### src/rtl/mwr_pkg.sv
// Package: shared constants and types for the serial EEPROM word reader.
// Assumes the device uses a start bit of 1 and a 2-bit read opcode.
package mwr_pkg;

    typedef enum logic {
        RD_IDLE = 1'b0,
        RD_RUN  = 1'b1
    } rd_state_t;

    localparam logic       START_BIT = 1'b1;
    localparam logic [1:0] READ_OP   = 2'b10;
    // Lead slot, start bit and two opcode bits come before the address.
    localparam int         HDR_SLOTS = 4;

endpackage

### src/rtl/mwr_phase_timer.sv
// Module: serial clock phase timer.
// Runs a low phase of lo_len cycles, then a high phase of hi_len cycles,
// and repeats while run is high. slot_end marks the last high cycle.
// Assumes hi_len and lo_len are at least 1 and stay steady during a run.
module mwr_phase_timer #(
    parameter int DIV_W = 8
) (
    input  logic             clk,
    input  logic             rst_n,
    input  logic             run,
    input  logic [DIV_W-1:0] hi_len,
    input  logic [DIV_W-1:0] lo_len,
    output logic             phase_hi,
    output logic             slot_end
);

    logic [DIV_W-1:0] cnt;
    logic [DIV_W-1:0] cur_len;
    logic             last;

    // Pick the length of the phase in progress and flag its last cycle.
    always_comb begin
        cur_len  = phase_hi ? hi_len : lo_len;
        last     = (cnt == cur_len - DIV_W'(1));
        slot_end = run && phase_hi && last;
    end

    // Count cycles within a phase and flip the phase at its end.
    always_ff @(posedge clk) begin
        if (!rst_n || !run) begin
            cnt      <= '0;
            phase_hi <= 1'b0;
        end else if (last) begin
            cnt      <= '0;
            phase_hi <= ~phase_hi;
        end else begin
            cnt      <= cnt + DIV_W'(1);
        end
    end

endmodule

### src/rtl/mwr_cmd_bits.sv
// Module: outgoing command bit selector.
// Maps a slot number to the bit sent in that slot: lead 0, start 1,
// read opcode, then the address MSB first. Later slots send 0.
// Assumes slot counts from 0 at the lead slot of a transaction.
module mwr_cmd_bits #(
    parameter int ADDR_W = 6,
    parameter int SLOT_W = 5
) (
    input  logic [SLOT_W-1:0] slot,
    input  logic [ADDR_W-1:0] addr,
    output logic              bit_out
);

    localparam int CMD_W = mwr_pkg::HDR_SLOTS + ADDR_W;
    localparam int TAB_W = 1 << SLOT_W;

    logic [CMD_W-1:0] cmd;
    logic [TAB_W-1:0] by_slot;

    // Assemble the frame, first bit in the top position.
    always_comb cmd = {1'b0, mwr_pkg::START_BIT, mwr_pkg::READ_OP, addr};

    // Reverse the frame into slot order and pad the unused slots with 0.
    for (genvar i = 0; i < TAB_W; i++) begin : g_slot
        if (i < CMD_W) begin : g_used
            assign by_slot[i] = cmd[CMD_W-1-i];
        end else begin : g_pad
            assign by_slot[i] = 1'b0;
        end
    end

    // Select the bit for the current slot.
    always_comb bit_out = by_slot[slot];

endmodule

### src/rtl/mwr_rx_shift.sv
// Module: receive shift register.
// Shifts mem_in in on each sample strobe. After seventeen samples the
// leading dummy bit has left the register. next_word shows the word
// that the current sample completes.
module mwr_rx_shift #(
    parameter int DATA_W = 16
) (
    input  logic              clk,
    input  logic              rst_n,
    input  logic              shift_en,
    input  logic              din,
    output logic [DATA_W-1:0] next_word
);

    logic [DATA_W-1:0] sh;

    // Word as it stands once the present sample is included.
    always_comb next_word = {sh[DATA_W-2:0], din};

    // Shift one received bit in, MSB first.
    always_ff @(posedge clk) begin
        if (!rst_n) begin
            sh <= '0;
        end else if (shift_en) begin
            sh <= next_word;
        end
    end

endmodule

### src/rtl/eeprom_word_reader.sv
// Module: serial EEPROM sequential word reader (top).
// Reads word_count words starting at start_addr. Each word is a full
// transaction: a lead period with select high, start bit, read opcode,
// address, seventeen sampled bits (the first dropped), then one clock
// pulse with select low. Assumes the device drives its data on the
// rising serial clock edge.
module eeprom_word_reader #(
    parameter int ADDR_W = 6,
    parameter int DATA_W = 16,
    parameter int DIV_W  = 8
) (
    input  logic              clk,
    input  logic              rst_n,
    input  logic              start,
    input  logic [ADDR_W-1:0] start_addr,
    input  logic [ADDR_W:0]   word_count,
    input  logic [DIV_W-1:0]  hi_cycles,
    input  logic [DIV_W-1:0]  lo_cycles,
    output logic              mem_sel,
    output logic              mem_clk,
    output logic              mem_out,
    input  logic              mem_in,
    output logic              busy,
    output logic              done,
    output logic [DATA_W-1:0] word_data,
    output logic              word_valid,
    output logic [ADDR_W:0]   word_index
);

    import mwr_pkg::*;

    localparam int CNT_W      = ADDR_W + 1;
    localparam int READ_FIRST = HDR_SLOTS + ADDR_W;
    localparam int READ_LAST  = READ_FIRST + DATA_W;
    localparam int TAIL       = READ_LAST + 1;
    localparam int SLOT_W     = $clog2(TAIL + 1);

    localparam logic [SLOT_W-1:0] S_RFIRST = SLOT_W'(READ_FIRST);
    localparam logic [SLOT_W-1:0] S_RLAST  = SLOT_W'(READ_LAST);
    localparam logic [SLOT_W-1:0] S_TAIL   = SLOT_W'(TAIL);

    rd_state_t         state;
    logic [SLOT_W-1:0] slot;
    logic [ADDR_W-1:0] addr_q;
    logic [CNT_W-1:0]  left_q;
    logic [CNT_W-1:0]  idx_q;
    logic [DIV_W-1:0]  hi_len;
    logic [DIV_W-1:0]  lo_len;
    logic              done_q;
    logic              run;
    logic              phase_hi;
    logic              slot_end;
    logic              shift_en;
    logic              cmd_bit;
    logic [DATA_W-1:0] rx_word;

    // Run flag and the strobe that samples mem_in in the read window.
    always_comb begin
        run      = (state == RD_RUN);
        shift_en = slot_end && (slot >= S_RFIRST) && (slot <= S_RLAST);
    end

    mwr_phase_timer #(.DIV_W(DIV_W)) u_timer (
        .clk      (clk),
        .rst_n    (rst_n),
        .run      (run),
        .hi_len   (hi_len),
        .lo_len   (lo_len),
        .phase_hi (phase_hi),
        .slot_end (slot_end)
    );

    mwr_cmd_bits #(.ADDR_W(ADDR_W), .SLOT_W(SLOT_W)) u_cmd (
        .slot    (slot),
        .addr    (addr_q),
        .bit_out (cmd_bit)
    );

    mwr_rx_shift #(.DATA_W(DATA_W)) u_rx (
        .clk       (clk),
        .rst_n     (rst_n),
        .shift_en  (shift_en),
        .din       (mem_in),
        .next_word (rx_word)
    );

    // Run control: accept a start, step the slots, advance words, finish.
    always_ff @(posedge clk) begin
        if (!rst_n) begin
            state      <= RD_IDLE;
            slot       <= '0;
            addr_q     <= '0;
            left_q     <= '0;
            idx_q      <= '0;
            hi_len     <= DIV_W'(1);
            lo_len     <= DIV_W'(1);
            done_q     <= 1'b0;
            word_data  <= '0;
            word_valid <= 1'b0;
            word_index <= '0;
        end else begin
            word_valid <= 1'b0;
            case (state)
                RD_IDLE: begin
                    if (start) begin
                        if (word_count == '0) begin
                            done_q <= 1'b1;
                        end else begin
                            state  <= RD_RUN;
                            done_q <= 1'b0;
                            slot   <= '0;
                            addr_q <= start_addr;
                            left_q <= word_count;
                            idx_q  <= '0;
                            hi_len <= (hi_cycles == '0) ? DIV_W'(1) : hi_cycles;
                            lo_len <= (lo_cycles == '0) ? DIV_W'(1) : lo_cycles;
                        end
                    end
                end
                RD_RUN: begin
                    if (slot_end) begin
                        if (slot == S_RLAST) begin
                            word_data  <= rx_word;
                            word_valid <= 1'b1;
                            word_index <= idx_q;
                        end
                        if (slot == S_TAIL) begin
                            if (left_q == CNT_W'(1)) begin
                                state  <= RD_IDLE;
                                done_q <= 1'b1;
                            end else begin
                                slot   <= '0;
                                addr_q <= addr_q + ADDR_W'(1);
                                left_q <= left_q - CNT_W'(1);
                                idx_q  <= idx_q + CNT_W'(1);
                            end
                        end else begin
                            slot <= slot + SLOT_W'(1);
                        end
                    end
                end
                default: state <= RD_IDLE;
            endcase
        end
    end

    // Bus and status outputs, all gated by the run flag.
    always_comb begin
        mem_sel = run && (slot != S_TAIL);
        mem_clk = run && phase_hi;
        mem_out = mem_sel && cmd_bit;
        busy    = run;
        done    = done_q;
    end

endmodule

### config.mk
export PLATFORM = sky130hd
export DESIGN_NAME = eeprom_word_reader
export DESIGN_NICKNAME = d
export VERILOG_FILES = /design/src/rtl/mwr_pkg.sv /design/src/rtl/mwr_phase_timer.sv /design/src/rtl/mwr_cmd_bits.sv /design/src/rtl/mwr_rx_shift.sv /design/src/rtl/eeprom_word_reader.sv
export SDC_FILE = /design/constraint.sdc
export NUM_CORES = 1
export LEC_CHECK = 0
export BUFFER_PORTS_ARGS = -buffer_cell sky130_fd_sc_hd__buf_2
export CAP_MARGIN = 15
export CORE_MARGIN = 2
export CORE_UTILIZATION = 35
export CTS_CLUSTER_SIZE = 14
export DETAILED_ROUTE_END_ITERATION = 10
export GPL_TIMING_DRIVEN = 1
export PLACE_DENSITY_LB_ADDON = 0.3
export SETUP_SLACK_MARGIN = 0.02
export SYNTH_ARGS = -nofsm -noshare
export SYNTH_HDL_FRONTEND = slang
export SYNTH_SLANG_ARGS = --single-unit
### constraint.sdc
create_clock -name clk -period 4 [get_ports clk]
set_clock_uncertainty 0.2 [all_clocks]
set_input_delay 0.4 -clock clk [delete_from_list [all_inputs] [get_ports clk]]
set_output_delay 0.4 -clock clk [all_outputs]
set_load 0.02 [all_outputs]
==> results.py <==
metrics = {
    "die": {
        "core_region_area_mm2": 0.0126,
        "top_level_ports": 62,
        "die_x_um": 117,
        "design.die.area_mm2": 0.0138,
        "rows": 41,
        "die_h_um": 117,
        "initial_core_utilization": 0.357,
    },
    "route": {
        "drtIter0Drc": 235,
        "antenna_violating_nets_post_route": 0,
        "avgViaCountPerCell": 5.05,
        "drt-wirelength-per-cell_um": 14.1,
        "firstDrtPassIters": 4,
        "drc": 0,
        "route.vias.total": 3719,
        "drt-total-wl_um": 10400,
    },
    "setup_path": {
        "path_max_fanout": 23,
        "cp.arrival_ns": 3.59,
        "crit_start": "u_timer.phase_hi",
        "endpoint": "word_data[14]",
        "path_buf_inv": 1,
        "slowest_stage": "dfxtp_1",
        "r2r-end": "word_data[14]",
        "crit_path_start_kind": "flip-flop",
        "r2r_setup_slack_ns": 0.40,
        "worst_path_most_repeated_cell": "mux2i_1",
        "critical-path-max-stage-delay_ns": 0.79,
        "crit_path_cell_trace": "mux2i_1, ha_1, xor2_1, xnor2_1, nor3_1, nand4_1, nor4b_4, buf_4, mux2i_1, nor2_1",
        "worst_r2r_path_depth": 10,
        "path_type_of_the_worst_setup_path": "reg2reg",
        "crit-reg2reg-launch": "u_timer.phase_hi",
        "crit_path_leading_delay_family": "simple AND/OR/NAND/NOR gates",
        "cp-end-kind": "flip-flop",
        "critical_path_required_ns": 4.00,
        "worst-path-stages": 10,
    },
    "sta": {
        "max_freq_mhz": 278,
        "post-route-period-util": 0.899,
        "finalSetupViolations": 0,
        "final_hold_viols": 0,
        "maxSlewViolCount": 0,
        "rsz0062_at_grt": "no",
        "fin_setup_tns_ns": 0,
        "min_period_ns": 3.60,
        "slew-limit-headroom": 0.490,
        "timing_worst_slew_pin_value_ns": 0.764,
    },
    "synth": {
        "post_synth_adder_cell_area": 0.0223,
        "synth.net_count": 552,
        "xor_and_xnor_fraction_of_the_mapped_netlist_area": 0.0409,
        "async_flop_share": 0,
        "synth.cell_area_mm2": 0.00449,
        "ys_ff_latch": 91,
        "synth.yosys.warnings": 0,
        "synth_enable_flop_cells": 0,
        "synth_seq_area_share": 0.406,
        "synth_top_family_by_area": "simple AND/OR/NAND/NOR gates",
        "netlist_instances": 511,
        "share_of_the_synthesized_area_in_compound_gates_ao_oa_aoi_oai": 0.129,
        "synth.area.mux_share": 0.130,
        "post_synth_num_cell_types": 60,
        "synth_simple_gate_area_share": 0.219,
        "syn_area_per_cell_um2": 8.79,
        "dominantRegCellSynth": "dfxtp_1",
    },
    "flow_run": {
        "drv_cap": 0,
    },
    "global_route": {
        "antenna_found_initial": 0,
        "first_global_vias": 3656,
        "grt_start_max_net_pins": 45,
        "grt_use_total": 0.160,
        "globalRouteOverflowTotal": 0,
        "grt_first_pass_wirelength_um": 17400,
    },
    "pwr": {
        "clock_power_share": 0.399,
        "internal_power_w": 0.00147,
        "power.static_leakage_nw": 2.06,
        "totalPowerFinal_w": 0.00200,
        "comb_power_share": 0.120,
        "switching_share_of_power": 0.265,
        "power.switching_w": 0.000529,
        "powerDensity_mw_per_mm2": 386,
        "power.sequential.fraction": 0.481,
        "vdd_ir_drop_max_mv": 0.206,
    },
    "clock_network": {
        "clock_insertion_delay_worst_skew_ns": 0.34,
        "cts.repair_timing.setup_buffer_count": 0,
        "root_buffer": "clkbuf_16",
        "clkTransAtPathRegs_ns": 0.07,
        "clock_tree_from_tritoncts": "done",
        "cts_inserted_buffers": 9,
        "clk_path_buf_depth": 2,
        "cts.sinks": 91,
        "cts-resized-gates": 0,
        "cts.hold.buffers_added": 0,
        "htreeDepth": 3,
    },
    "final_layout": {
        "layout.cells.most_common": "dfxtp_1",
        "antennaDiodeCount": 0,
        "layout-drive-gt1-share": 0.173,
        "area.growth.synth_to_final_pct": 15.2,
        "fin_nets": 601,
        "final_cell_mix": "dfxtp_1 (91), nor2_1 (65), nand2_1 (62), buf_2 (61), mux2i_1 (55)",
    },
    "hold_path": {
        "hold_path.class": "in2reg",
    },
    "placement": {
        "gp_congestion": 0.830,
        "detailedPlacementHpwl_um": 7390,
        "port-buffer-count": 61,
    },
    "run_status": {
        "run_status": "completed",
    },
}
==> through the flow <==
stage	cells	setup WS (ns)	hold slack, ns	instance area (µm²)	util
2_1_floorplan	511	1.01	0.236	4490	-
3_3_place_gp	721	0.555	0.256	4890	0.389
3_5_place_dp	721	0.445	0.254	4890	0.389
4_1_cts	737	0.418	0.102	5170	0.412
5_1_grt	737	0.166	0.119	5170	0.412
6_report	737	0.404	0.113	5170	0.412
==> Yosys cell counts, types with 3 or more instances <==
cell,instances,area (µm²)
dfxtp_1,91,1820
nor2_1,65,244
nand2_1,62,233
mux2i_1,55,551
a21oi_1,23,115
clkbuf_1,19,71.3
nand3_1,16,80.1
xnor2_1,13,114
inv_1,11,41.3
o21ai_0,10,50.1
ha_1,8,100
xor2_1,8,70.1
a211oi_1,7,52.6
nor3_1,7,35.0
o211ai_1,7,52.6
or3_1,7,43.8
or4_1,7,52.6
and3_1,6,37.5
buf_6,6,67.6
nor2b_1,6,37.5
nand4_1,5,31.3
nor4_1,5,31.3
o32ai_1,5,43.8
a21boi_0,4,30.0
nor3b_1,4,30.0
nand2b_1,3,18.8
o22ai_1,3,18.8
o311ai_0,3,26.3
==> power groups by stage <==
stage	Combinational, W	Clock (W)	Sequential [W]
floorplan	0.000187	0	0.000968
global placement	0.000236	0	0.000979
detailed placement	0.000239	0	0.000980
CTS	0.000241	0.000821	0.000960
global route	0.000268	0.000857	0.000963
finish	0.000240	0.000795	0.000960
==> sequential cells by signal, indices dropped and copies added (netlist names) <==
register,flops
idx_q,7
done,1
u_rx.sh,15
word_data,16
left_q,7
busy,1
slot,5
addr_q,6
u_timer.cnt,8
u_timer.phase_hi,1
hi_len,8
word_index,7
lo_len,8
word_valid,1
==> cell families (layout without fill, tap and decap cells) <==
family | Yosys count | after routing
muxes | 57 | 57
DFF | 91 | 91
AOI/OAI and AO/OA | 84 | 84
and+or+nand+nor | 205 | 205
buffers and inverters | 45 | 99
xor gates and xnor gates | 21 | 21
adders and majority gates | 8 | 8
==> final cells by class <==
class                      instances  area [µm²]
tap                              172         215
timing repair buffer              70         373
sequential                        91        1820
multi-input combinational        375        2430
fill                            1263        7390
inverter                          13        48.8
clock inverter                     5        37.5
clock buffer                      11         243
==> worst min-delay path: stages <==
cell and delay, ns:
buf_2 0.10, nand2_1 0.05, a21oi_1 0.05
==> worst min-delay path by stage <==
stage	from	to	slack, ns	cells after the start
floorplan	lo_len[7]	lo_len[7]	0.24	2
global placement	hi_len[7]	hi_len[7]	0.26	2
detailed placement	hi_len[7]	hi_len[7]	0.25	2
CTS	lo_cycles[7]	lo_len[7]	0.10	3
global route	lo_cycles[6]	lo_len[6]	0.12	3
finish	lo_cycles[7]	lo_len[7]	0.11	3
==> per-layer routing <==
layer / wire length, µm / vias to the layer above / share of wire / track usage
met5: 0 / - / 0 / 0
met4: 105 / 0 / 0.010 / 0.0643
met1: 5040 / 1751 / 0.49 / 0.209
li1: - / 1901 / - / -
met2: 4790 / 60 / 0.46 / 0.257
met3: 447 / 7 / 0.043 / 0.0345
Power figures use the tool's default switching activity.
